<file path="config.mk">
export PLATFORM = sky130hd
export DESIGN_NAME = irq_clr_post_reg
export DESIGN_NICKNAME = d
export VERILOG_FILES = /design/src/rtl/irq_clr_pkg.sv /design/src/rtl/irq_addr_match.sv /design/src/rtl/irq_pend_cell.sv /design/src/rtl/irq_rd_port.sv /design/src/rtl/irq_clr_post_reg.sv
export SDC_FILE = /design/constraint.sdc
export NUM_CORES = 1
export LEC_CHECK = 0
export CAP_MARGIN = 20
export CORE_AREA = 8 8 45 47
export DETAILED_ROUTE_END_ITERATION = 16
export DIE_AREA = 0 0 53 55
export DONT_BUFFER_PORTS = 1
export PLACE_DENSITY_LB_ADDON = 0.15
export SETUP_SLACK_MARGIN = 0.05
export SLEW_MARGIN = 15
export SYNTH_ARGS = -nofsm -noshare
export SYNTH_HDL_FRONTEND = slang
export SYNTH_SLANG_ARGS = --single-unit
</file>
<file path="constraint.sdc">
create_clock -name clk -period 3.2 [get_ports clk]
set_clock_uncertainty 0.2 [all_clocks]
set_input_delay 0.32 -clock clk [delete_from_list [all_inputs] [get_ports clk]]
set_output_delay 0.32 -clock clk [all_outputs]
set_load 0.1 [all_outputs]
</file>
<file path="src/rtl/irq_clr_pkg.sv">
package irq_clr_pkg;
  localparam int NUM_SRC = 6;
  localparam int DATA_W  = 8;
  localparam int ADDR_W  = 8;

  // Source positions in the pending vector
  localparam int SRC_EP4  = 0;
  localparam int SRC_EP5  = 1;
  localparam int SRC_EP6  = 2;
  localparam int SRC_EP7  = 3;
  localparam int SRC_EP8  = 4;
  localparam int SRC_WAKE = 5;

  typedef enum logic [1:0] {
    WOP_NONE  = 2'd0,
    WOP_CLEAR = 2'd1,
    WOP_POST  = 2'd2
  } wr_op_e;
endpackage

</file>
<file path="src/rtl/irq_addr_match.sv">
module irq_addr_match #(
  parameter int          ADDR_W   = 8,
  parameter logic [7:0]  REG_ADDR = 8'hDC
) (
  input  logic [ADDR_W-1:0] addr,
  input  logic              wr,
  input  logic              rd,
  input  logic              swen,
  output logic              wr_hit,
  output logic              rd_hit,
  output irq_clr_pkg::wr_op_e op
);
  logic match;
  assign match  = (addr == ADDR_W'(REG_ADDR));
  assign wr_hit = wr & match;
  assign rd_hit = rd & match;

  always_comb begin
    if (!wr_hit)   op = irq_clr_pkg::WOP_NONE;
    else if (swen) op = irq_clr_pkg::WOP_POST;
    else           op = irq_clr_pkg::WOP_CLEAR;
  end
endmodule

</file>
<file path="src/rtl/irq_pend_cell.sv">
module irq_pend_cell (
  input  logic                clk,
  input  logic                rst,
  input  logic                evt,
  input  irq_clr_pkg::wr_op_e op,
  input  logic                wbit,
  output logic                pend
);
  logic nxt;

  always_comb begin
    nxt = pend;
    if (op == irq_clr_pkg::WOP_CLEAR && !wbit) nxt = 1'b0;
    if (op == irq_clr_pkg::WOP_POST  &&  wbit) nxt = 1'b1;
    if (evt) nxt = 1'b1; // hardware event has priority
  end

  always_ff @(posedge clk) begin
    if (rst) pend <= 1'b0;
    else     pend <= nxt;
  end

  p_evt_sets_r8: assert property (@(posedge clk) disable iff (rst)
    evt |=> pend);
  p_set_beats_clear_r9: assert property (@(posedge clk) disable iff (rst)
    (evt && op == irq_clr_pkg::WOP_CLEAR && !wbit) |=> pend);
  p_clear_r3: assert property (@(posedge clk) disable iff (rst)
    (!evt && op == irq_clr_pkg::WOP_CLEAR && !wbit) |=> !pend);
  p_post_r6: assert property (@(posedge clk) disable iff (rst)
    (op == irq_clr_pkg::WOP_POST && wbit) |=> pend);
  p_clear_hold_r4: assert property (@(posedge clk) disable iff (rst)
    (!evt && op == irq_clr_pkg::WOP_CLEAR && wbit) |=> $stable(pend));
  p_post_hold_r5: assert property (@(posedge clk) disable iff (rst)
    (!evt && op == irq_clr_pkg::WOP_POST && !wbit) |=> $stable(pend));
  p_idle_hold_r10: assert property (@(posedge clk) disable iff (rst)
    (!evt && op == irq_clr_pkg::WOP_NONE) |=> $stable(pend));
endmodule

</file>
<file path="src/rtl/irq_rd_port.sv">
module irq_rd_port #(
  parameter int NUM_SRC = 6,
  parameter int DATA_W  = 8
) (
  input  logic               clk,
  input  logic               rst,
  input  logic               rd_hit,
  input  logic [NUM_SRC-1:0] pend,
  output logic [DATA_W-1:0]  rdata
);
  localparam int RSVD_W = DATA_W - NUM_SRC;

  always_ff @(posedge clk) begin
    if (rst)         rdata <= '0;
    else if (rd_hit) rdata <= {{RSVD_W{1'b0}}, pend};
    else             rdata <= '0;
  end

  always @(posedge clk) begin
    if (!rst) p_rsvd_zero_r7: assert (rdata[DATA_W-1:NUM_SRC] == '0);
  end

  p_read_r2: assert property (@(posedge clk) disable iff (rst)
    rd_hit |=> rdata[NUM_SRC-1:0] == $past(pend));
  p_read_miss_r2: assert property (@(posedge clk) disable iff (rst)
    !rd_hit |=> rdata == '0);
endmodule

</file>
<file path="src/rtl/irq_clr_post_reg.sv">
module irq_clr_post_reg #(
  parameter int         NUM_SRC  = irq_clr_pkg::NUM_SRC,
  parameter int         DATA_W   = irq_clr_pkg::DATA_W,
  parameter int         ADDR_W   = irq_clr_pkg::ADDR_W,
  parameter logic [7:0] REG_ADDR = 8'hDC
) (
  input  logic               clk,
  input  logic               rst,
  input  logic [ADDR_W-1:0]  bus_addr,
  input  logic               bus_wr,
  input  logic               bus_rd,
  input  logic [DATA_W-1:0]  bus_wdata,
  output logic [DATA_W-1:0]  bus_rdata,
  input  logic               swint_en,
  input  logic [NUM_SRC-1:0] evt_in,
  output logic [NUM_SRC-1:0] irq_pend
);
  logic                wr_hit, rd_hit;
  irq_clr_pkg::wr_op_e op;

  irq_addr_match #(.ADDR_W(ADDR_W), .REG_ADDR(REG_ADDR)) u_dec (
    .addr(bus_addr), .wr(bus_wr), .rd(bus_rd), .swen(swint_en),
    .wr_hit(wr_hit), .rd_hit(rd_hit), .op(op)
  );

  // Only the defined bit positions feed a cell; reserved write bits are dropped
  for (genvar i = 0; i < NUM_SRC; i++) begin : g_cell
    irq_pend_cell u_cell (
      .clk(clk), .rst(rst), .evt(evt_in[i]), .op(op),
      .wbit(bus_wdata[i]), .pend(irq_pend[i])
    );
  end

  irq_rd_port #(.NUM_SRC(NUM_SRC), .DATA_W(DATA_W)) u_rd (
    .clk(clk), .rst(rst), .rd_hit(rd_hit), .pend(irq_pend), .rdata(bus_rdata)
  );

  p_reset_r1: assert property (@(posedge clk)
    rst |=> (irq_pend == '0 && bus_rdata == '0));
  p_no_write_r10: assert property (@(posedge clk) disable iff (rst)
    (!wr_hit && evt_in == '0) |=> $stable(irq_pend));
endmodule

</file>
==> results by group, run 1 <==
Timing
  – RSZ-0062 raised after global routing: false
  – Max Clock Freq: between 0.5 and 0.6 GHz
  – Crit share post-route: a little under three fifths
  – Setup TNS: 0 ns
  – Min Tclk post-route: 1.78 ns
  – Final Hold Viols: 0
  – Setup violators final: 0
  – Max Slew Vio Count: 0
  – Worst-Margin Slew: approximately 1.0 ns
  – Slew HR: roughly a third

Synthesis
  – Most common library cells after synthesis: dfxtp_1 (12), buf_4 (8)
  – Mean Syn Cell Area: between 10 and 15 um^2
  – Synth area leader: dfxtp_1
  – Synth top area share: around 40%
  – Synth async-reset ratio: 0%
  – Mapped Area: around 610 um^2
  – Synth unique cells: 12
  – Synthesis warning total: 0
  – Post-synthesis sequential area ratio: approximately two fifths
  – Number of synthesized flops with an enable pin: 0
  – Synth top area cells: dfxtp_1 (40%), a211oi_2 (12%), buf_4 (9.9%), a311oi_1 (8.7%), and2_1 (6.2%)
  – Count leader, synth: dfxtp_1
  – Syn Inst Count: 58
  – Synthesized flop and latch total: 12
  – Main synth FF type: dfxtp_1

Detailed routing
  – Met2 wire len: 711 um
  – Highest metal used: met4
  – 1st-iter DRT viols: 4
  – Via density: 6.24
  – Via count: roughly 420
  – Final ANT Viol Nets: 0
  – DRC errors left: 0
  – Met3 wire len: around 220 um
  – DRT Pass-1 Iters: 5
  – Wire length on met1: about 500 um
  – WL/cell: roughly 21 um
  – WL final: 1460 um

Clock network
  – Num CTS Buffers: 3
  – CTS H-Tree Depth: 1
  – CTS tree: done
  – Clk sinks: 12
  – Post-CTS setup buffer count: 0
  – Clock transition at path regs: 0.07 ns
  – Root Buffer: clkbuf_4
  – Hold-fix buffers, CTS: 1
  – CTS max path bufs: 2
  – CTS resizes: 0
  – Skew-Pair Late Insertion Delay: around 0.27 ns

Power
  – Design Power: between 0.3 and 0.4 mW
  – Max VDD drop: approximately 0.20 mV
  – Pwr dens: 563 mW/mm^2
  – Leak pwr: 0.229 nW

Critical path
  – Reg-to-reg setup timing slack: 1.57 ns
  – Worst Path Required: around 2.7 ns
  – Crit Path Max Fanout: 3
  – Startpoint types: register
  – Crit path DAT: between 1 and 1.5 ns
  – CP Class: register to primary output
  – Crit end category: primary output

Finish
  – Nets@finish: 81
  – N_diodes: 0
  – Layout cell share with drive strength beyond 1: 19.2%
  – Area delta synth->final: -6.19%

GRT
  – GR Overflow Total: 0
  – Global-route wire length before repair: between 2000 and 2500 um
  – GRT Total Usage: 10.6%
  – Largest net degree at the start of global routing: 9
  – Vias in the first global route: roughly 430
  – Antenna violations before repair: 0

Floorplan
  – Starting Density: 43.9%
  – Core Rows: 14
  – Die Wd: between 50 and 60 um
  – Die area: about 0.0029 mm^2
  – Core Area: approximately 0.0014 mm^2
  – IO Pins: 41
  – Die Ht: between 50 and 60 um

Job
  – Max cap viols: 0

Placement
  – GPL Wtd Cong: slightly below 0.7
  – I/O Buffers: 0

Worst hold path
  – HP Class: primary input to register

Outcome
  – Status: finished clean
==> layer usage <==
layer / GRT usage [%] / vias up
met5: 0 / -
met3: 5.61 / 5
met1: 11.7 / 192
met2: 14.6 / 35
met4: 9.05 / 0
li1: - / 192
==> final timing paths <==
check                   startpoint                     to  cells after the start
max reg2reg  g_cell[3].u_cell.pend  g_cell[3].u_cell.pend                      2
min                      evt_in[5]  g_cell[5].u_cell.pend                      2
max          g_cell[5].u_cell.pend            irq_pend[5]                      0
min reg2reg  g_cell[4].u_cell.pend          u_rd.rdata[4]                      1
==> logic make-up after synthesis <==
group                  after synthesis  share of synthesized area (%)
flip-flops                          12                           39.6
AO/OA/AOI/OAI                       12                           21.0
other                                1                          0.618
buffers and inverters               11                           15.5
AND/OR/NAND/NOR                     22                           23.3
==> stage by stage <==
stage | utilization, % | cell area (um^2) | worst slack, ns | cells | hold WS (ns)
2_1_floorplan | - | 611 | 1.77 | 59 | 0.185
3_3_place_gp | 38.8 | 537 | 1.55 | 64 | 0.186
4_1_cts | 41.1 | 569 | 1.41 | 68 | 0.0608
3_5_place_dp | 38.8 | 537 | 1.53 | 64 | 0.188
6_report | 41.1 | 569 | 1.42 | 68 | 0.0616
5_1_grt | 41.1 | 569 | 1.38 | 68 | 0.0672
==> worst reg2reg max path: stages (launching register included) <==
cell,delay (ns)
dfxtp_1,0.98
a311oi_1,0.14
a211oi_2,0.23
==> flip-flops by register name (all words and copies together) (netlist names) <==
register and cells:
u_rd.rdata 6, g_cell.u_cell.pend 6
==> where the power goes <==
| part | internal [mW] | leakage [nW] | switching (mW) |
|---|---|---|---|
| sequential | 0.155 | 0.0986 | 0.0438 |
| combinational | 0.0101 | 0.117 | 0.0194 |
| clock | 0.0436 | 0.0138 | 0.0490 |
==> cell type report <==
| type | count | area, um^2 |
|---|---|---|
| repair buffers | 1 | 10.0 |
| well taps | 16 | 20.0 |
| clock buffers | 3 | 22.5 |
| fillers | 135 | 815 |
| multi-input cells | 36 | 277 |
| flip-flops and latches | 12 | 240 |
==> cells in the final DEF, fill, tap and decap left out, drive strengths merged <==
master / instances
and3: 6
conb: 2
and4bb: 1
dlygate4sd3: 1
a211oi: 6
and2: 6
a311oi: 6
clkbuf: 3
dfxtp: 12
and4b: 3
nor2: 6
(Power assumes the default switching activity.)
==> run 2, diff against run 1 <==
--- a/config.mk
+++ b/config.mk
@@ -5,6 +5,7 @@
 export SDC_FILE = /design/constraint.sdc
 export NUM_CORES = 1
 export LEC_CHECK = 0
+export ABC_AREA = 1
 export CAP_MARGIN = 20
 export CORE_AREA = 8 8 45 47
 export DETAILED_ROUTE_END_ITERATION = 16
==> constraint.sdc (replaced) <==
create_clock -name clk -period 1.6 [get_ports clk]
set_clock_uncertainty 0.2 [all_clocks]
set_input_delay 0.16 -clock clk [delete_from_list [all_inputs] [get_ports clk]]
set_output_delay 0.16 -clock clk [all_outputs]
set_load 0.1 [all_outputs]
==> run 2 against run 1 <==
  * The run now ends with negative hold slack left
  * Non-clock buffer count grew 32
  * Sequential cell count is the same
  * Synthesized cell count grew 64%
  * Largest cell class is now buffers
  * Highest routed layer unchanged
==> results by group, run 2 <==
Synthesis
  – Synth top area cells: dfxtp_1 (38%), inv_1 (17%), nand4_1 (12%), buf_4 (9.4%), nand2_1 (9.4%) (was dfxtp_1 (40%), a211oi_2 (12%), buf_4 (9.9%), a311oi_1 (8.7%), and2_1 (6.2%))
  – Main synth FF type: dfxtp_1 (unchanged)
  – Count leader, synth: inv_1 (was dfxtp_1)
  – Synthesis warning total: 0 (unchanged)
  – Mapped Area: 637 um^2 (was 607 um^2)
  – Synth top area share: 37.7% (was 39.6%)
  – Mean Syn Cell Area: 6.70 um^2 (was 10.5 um^2)
  – Most common library cells after synthesis: inv_1 (28), nand2_1 (16), dfxtp_1 (12), nand4_1 (12) (was dfxtp_1 (12), buf_4 (8))
  – Post-synthesis sequential area ratio: 37.7% (was 39.6%)
  – Number of synthesized flops with an enable pin: 0 (unchanged)
  – Synth async-reset ratio: 0% (unchanged)
  – Synthesized flop and latch total: 12 (unchanged)
  – Synth unique cells: 12 (unchanged)
  – Synth area leader: dfxtp_1 (unchanged)
  – Syn Inst Count: 95 (was 58)

Critical path
  – Startpoint types: primary input (was register)
  – Crit Path Max Fanout: 7 (was 3)
  – Crit end category: register (was primary output)
  – RR Endpoint: g_cell[5].u_cell.pend (was g_cell[3].u_cell.pend)
  – Critical R2R Launch: g_cell[5].u_cell.pend (was g_cell[3].u_cell.pend)
  – Crit path DAT: 1.47 ns (was 1.26 ns)
  – Worst R2R Path Depth: 3 (was 2)
  – Reg-to-reg setup timing slack: 0.25 ns (was 1.57 ns)
  – CP Class: primary input to register (was register to primary output)
  – Worst Path Required: 1.56 ns (was 2.68 ns)

Finish
  – Final Util: 66.9% (was 41.1%)
  – Nets@finish: 151 (was 81)
  – Most frequent cells in the layout: inv_1 (28), dlygate4sd3_1 (19), nand2_1 (16)
  – Layout cell share with drive strength beyond 1: 15.4% (was 19.2%)
  – Final Instance Count excl. Fillers: 139 (was 68)
  – Fill count: 134 (was 135)
  – Most common cell after layout, fill and taps aside: inv_1 (was dfxtp_1)
  – Top flop regs: g_cell.u_cell.pend x6, u_rd.rdata x6 (unchanged)
  – N_diodes: 0 (unchanged)
  – Area delta synth->final: 45.4% (was -6.19%)

Clock network
  – CTS H-Tree Depth: 1 (unchanged)
  – CTS tree: done (unchanged)
  – Clk sinks: 12 (unchanged)
  – Clock transition at path regs: 0.07 ns (about the same)
  – CTS max path bufs: 2 (unchanged)
  – Num CTS Buffers: 3 (unchanged)
  – Skew-Pair Late Insertion Delay: 0.27 ns (about the same)
  – Post-CTS setup buffer count: 0 (unchanged)
  – Root Buffer: clkbuf_4 (unchanged)

Power
  – Clock share of power: 31.7% (was 28.9%)
  – Leak pwr: 0.512 nW (was 0.229 nW)
  – Net Sw Frac: 32.4% (was 35.0%)
  – Psw: 0.244 mW (was 0.112 mW)
  – Reg power frac: 42.3% (was 61.9%)
  – Pwr dens: 813 mW/mm^2 (was 563 mW/mm^2)
  – Internal: 0.509 mW (was 0.208 mW)
  – Max VDD drop: 0.346 mV (was 0.200 mV)
  – Comb pwr share: 26.1% (was 9.2%)

Floorplan
  – Die area: 0.00292 mm^2 (unchanged)
  – Core Area: 0.00138 mm^2 (unchanged)
  – IO Pins: 41 (unchanged)
  – Core Rows: 14 (unchanged)
  – Die Ht: 55 um (unchanged)
  – Die Wd: 53 um (unchanged)
  – Starting Density: 46.0% (was 43.9%)

Detailed routing
  – WL/cell: 12.1 um (was 21.5 um)
  – WL final: 1690 um (was 1460 um)
  – DRC errors left: 0 (unchanged)
  – Via density: 4.63 (was 6.24)
  – Via count: 644 (was 424)
  – 1st-iter DRT viols: 8 (was 4)
  – Final ANT Viol Nets: 0 (unchanged)
  – DRT Pass-1 Iters: 4 (was 5)

Outcome
  – Failing checks: negative hold slack
  – Status: complete, but fails checks (was finished clean)

GRT
  – GR Overflow Total: 0 (unchanged)
  – Antenna violations before repair: 0 (unchanged)
  – GRT Total Usage: 12.1% (was 10.6%)
  – Largest net degree at the start of global routing: 14 (was 9)
  – Vias in the first global route: 630 (was 429)
  – Global-route wire length before repair: 2640 um (was 2190 um)

Worst hold path
  – HP Start: swint_en (was evt_in[5])
  – WHS Path Cells: 4 (was 2)
  – HP Class: primary input to register (unchanged)
  – WHS Endpoint: g_cell[2].u_cell.pend (was g_cell[5].u_cell.pend)

Timing
  – Setup violators final: 0 (unchanged)
  – Setup TNS: 0 ns (unchanged)
  – Worst setup margin: 0.0910 ns (was 1.42 ns)
  – Min Tclk post-route: approximately 1.5 ns
  – Max Clock Freq: between 0.6 and 0.7 GHz
  – Tightest hold margin: -0.0463 ns (was 0.0616 ns)
  – Final Hold Viols: 1 (was 0)
  – Crit share post-route: 94.3%
  – Max Slew Vio Count: 0 (unchanged)
  – RSZ-0062 raised after global routing: true (was false)

Placement
  – Inst Count DP: 115 (was 64)
  – DP Worst Slack: 0.426 ns (was 1.53 ns)
  – I/O Buffers: 0 (unchanged)
  – DP HPWL: ~1100 um
  – GPL Wtd Cong: 0.768 (was 0.674)

Job
  – Max cap viols: 0 (unchanged)
## run 2: cell families after synthesis
group	Yosys count	synth area share, %
and+or+nand+nor	38	28.7
buffers and inverters	38	28.3
DFF	12	37.7
AOI/OAI and AO/OA	6	4.72
other	1	0.589
## run 2: repair_timing
| action | 4_1_cts | 5_1_grt |
|---|---|---|
| hold buffers | 19 | 2 |
| endpoints found under the setup margin | 0 | 4 |
| resized for setup | 0 | 2 |
| hold endpoints to repair | 12 | 1 |
## run 2: worst max-delay path by stage
stage | from | end | slack (ns)
global route | rst | g_cell[5].u_cell.pend | 0.05
global placement | bus_addr[1] | g_cell[1].u_cell.pend | 0.46
CTS | evt_in[2] | g_cell[2].u_cell.pend | 0.11
floorplan | u_rd.rdata[0] | bus_rdata[0] | 0.33
finish | rst | g_cell[5].u_cell.pend | 0.09
detailed placement | bus_addr[1] | g_cell[0].u_cell.pend | 0.43
## run 2: cell type report
type,count,area [um^2],share of cell area [%]
Timing Repair Buffer,33,304,32.8
Inverter,28,105,11.4
Sequential cell,12,240,25.9
Multi-Input combinational cell,46,220,23.8
Tap cell,16,20.0,2.16
Clock buffer,4,36.3,3.92
## run 2: routing by layer
layer	part of all wire (%)	GRT usage, %	vias up
li1	-	-	333
met5	0	0	-
met3	12	4.81	4
met2	49	21.1	30
met4	1.9	7.76	0
met1	38	11.8	277
## run 2: worst max-delay path, stage by stage
cell	delay, ns
dlygate4sd3_1	0.68
a21oi_1	0.06
dlygate4sd3_1	0.56
## run 2: power groups by stage
stage / Combinational [mW] / Clock (mW) / Sequential [mW]
after detailed placement: 0.151 / 0 / 0.325
after floorplan: 0.152 / 0 / 0.323
after global routing: 0.209 / 0.259 / 0.320
after global placement: 0.149 / 0 / 0.325
final: 0.196 / 0.238 / 0.318
after CTS: 0.191 / 0.243 / 0.318
## run 2: per-stage QoR
step / power (mW) / instance area (um^2) / hold WS (ns)
floorplan: 0.474 / 641 / 0.0291
global placement: 0.474 / 683 / 0.0317
detailed placement: 0.476 / 683 / 0.0326
CTS: 0.752 / 910 / 0.0773
global route: 0.788 / 926 / 0.00247
finish: 0.752 / 926 / -0.0463
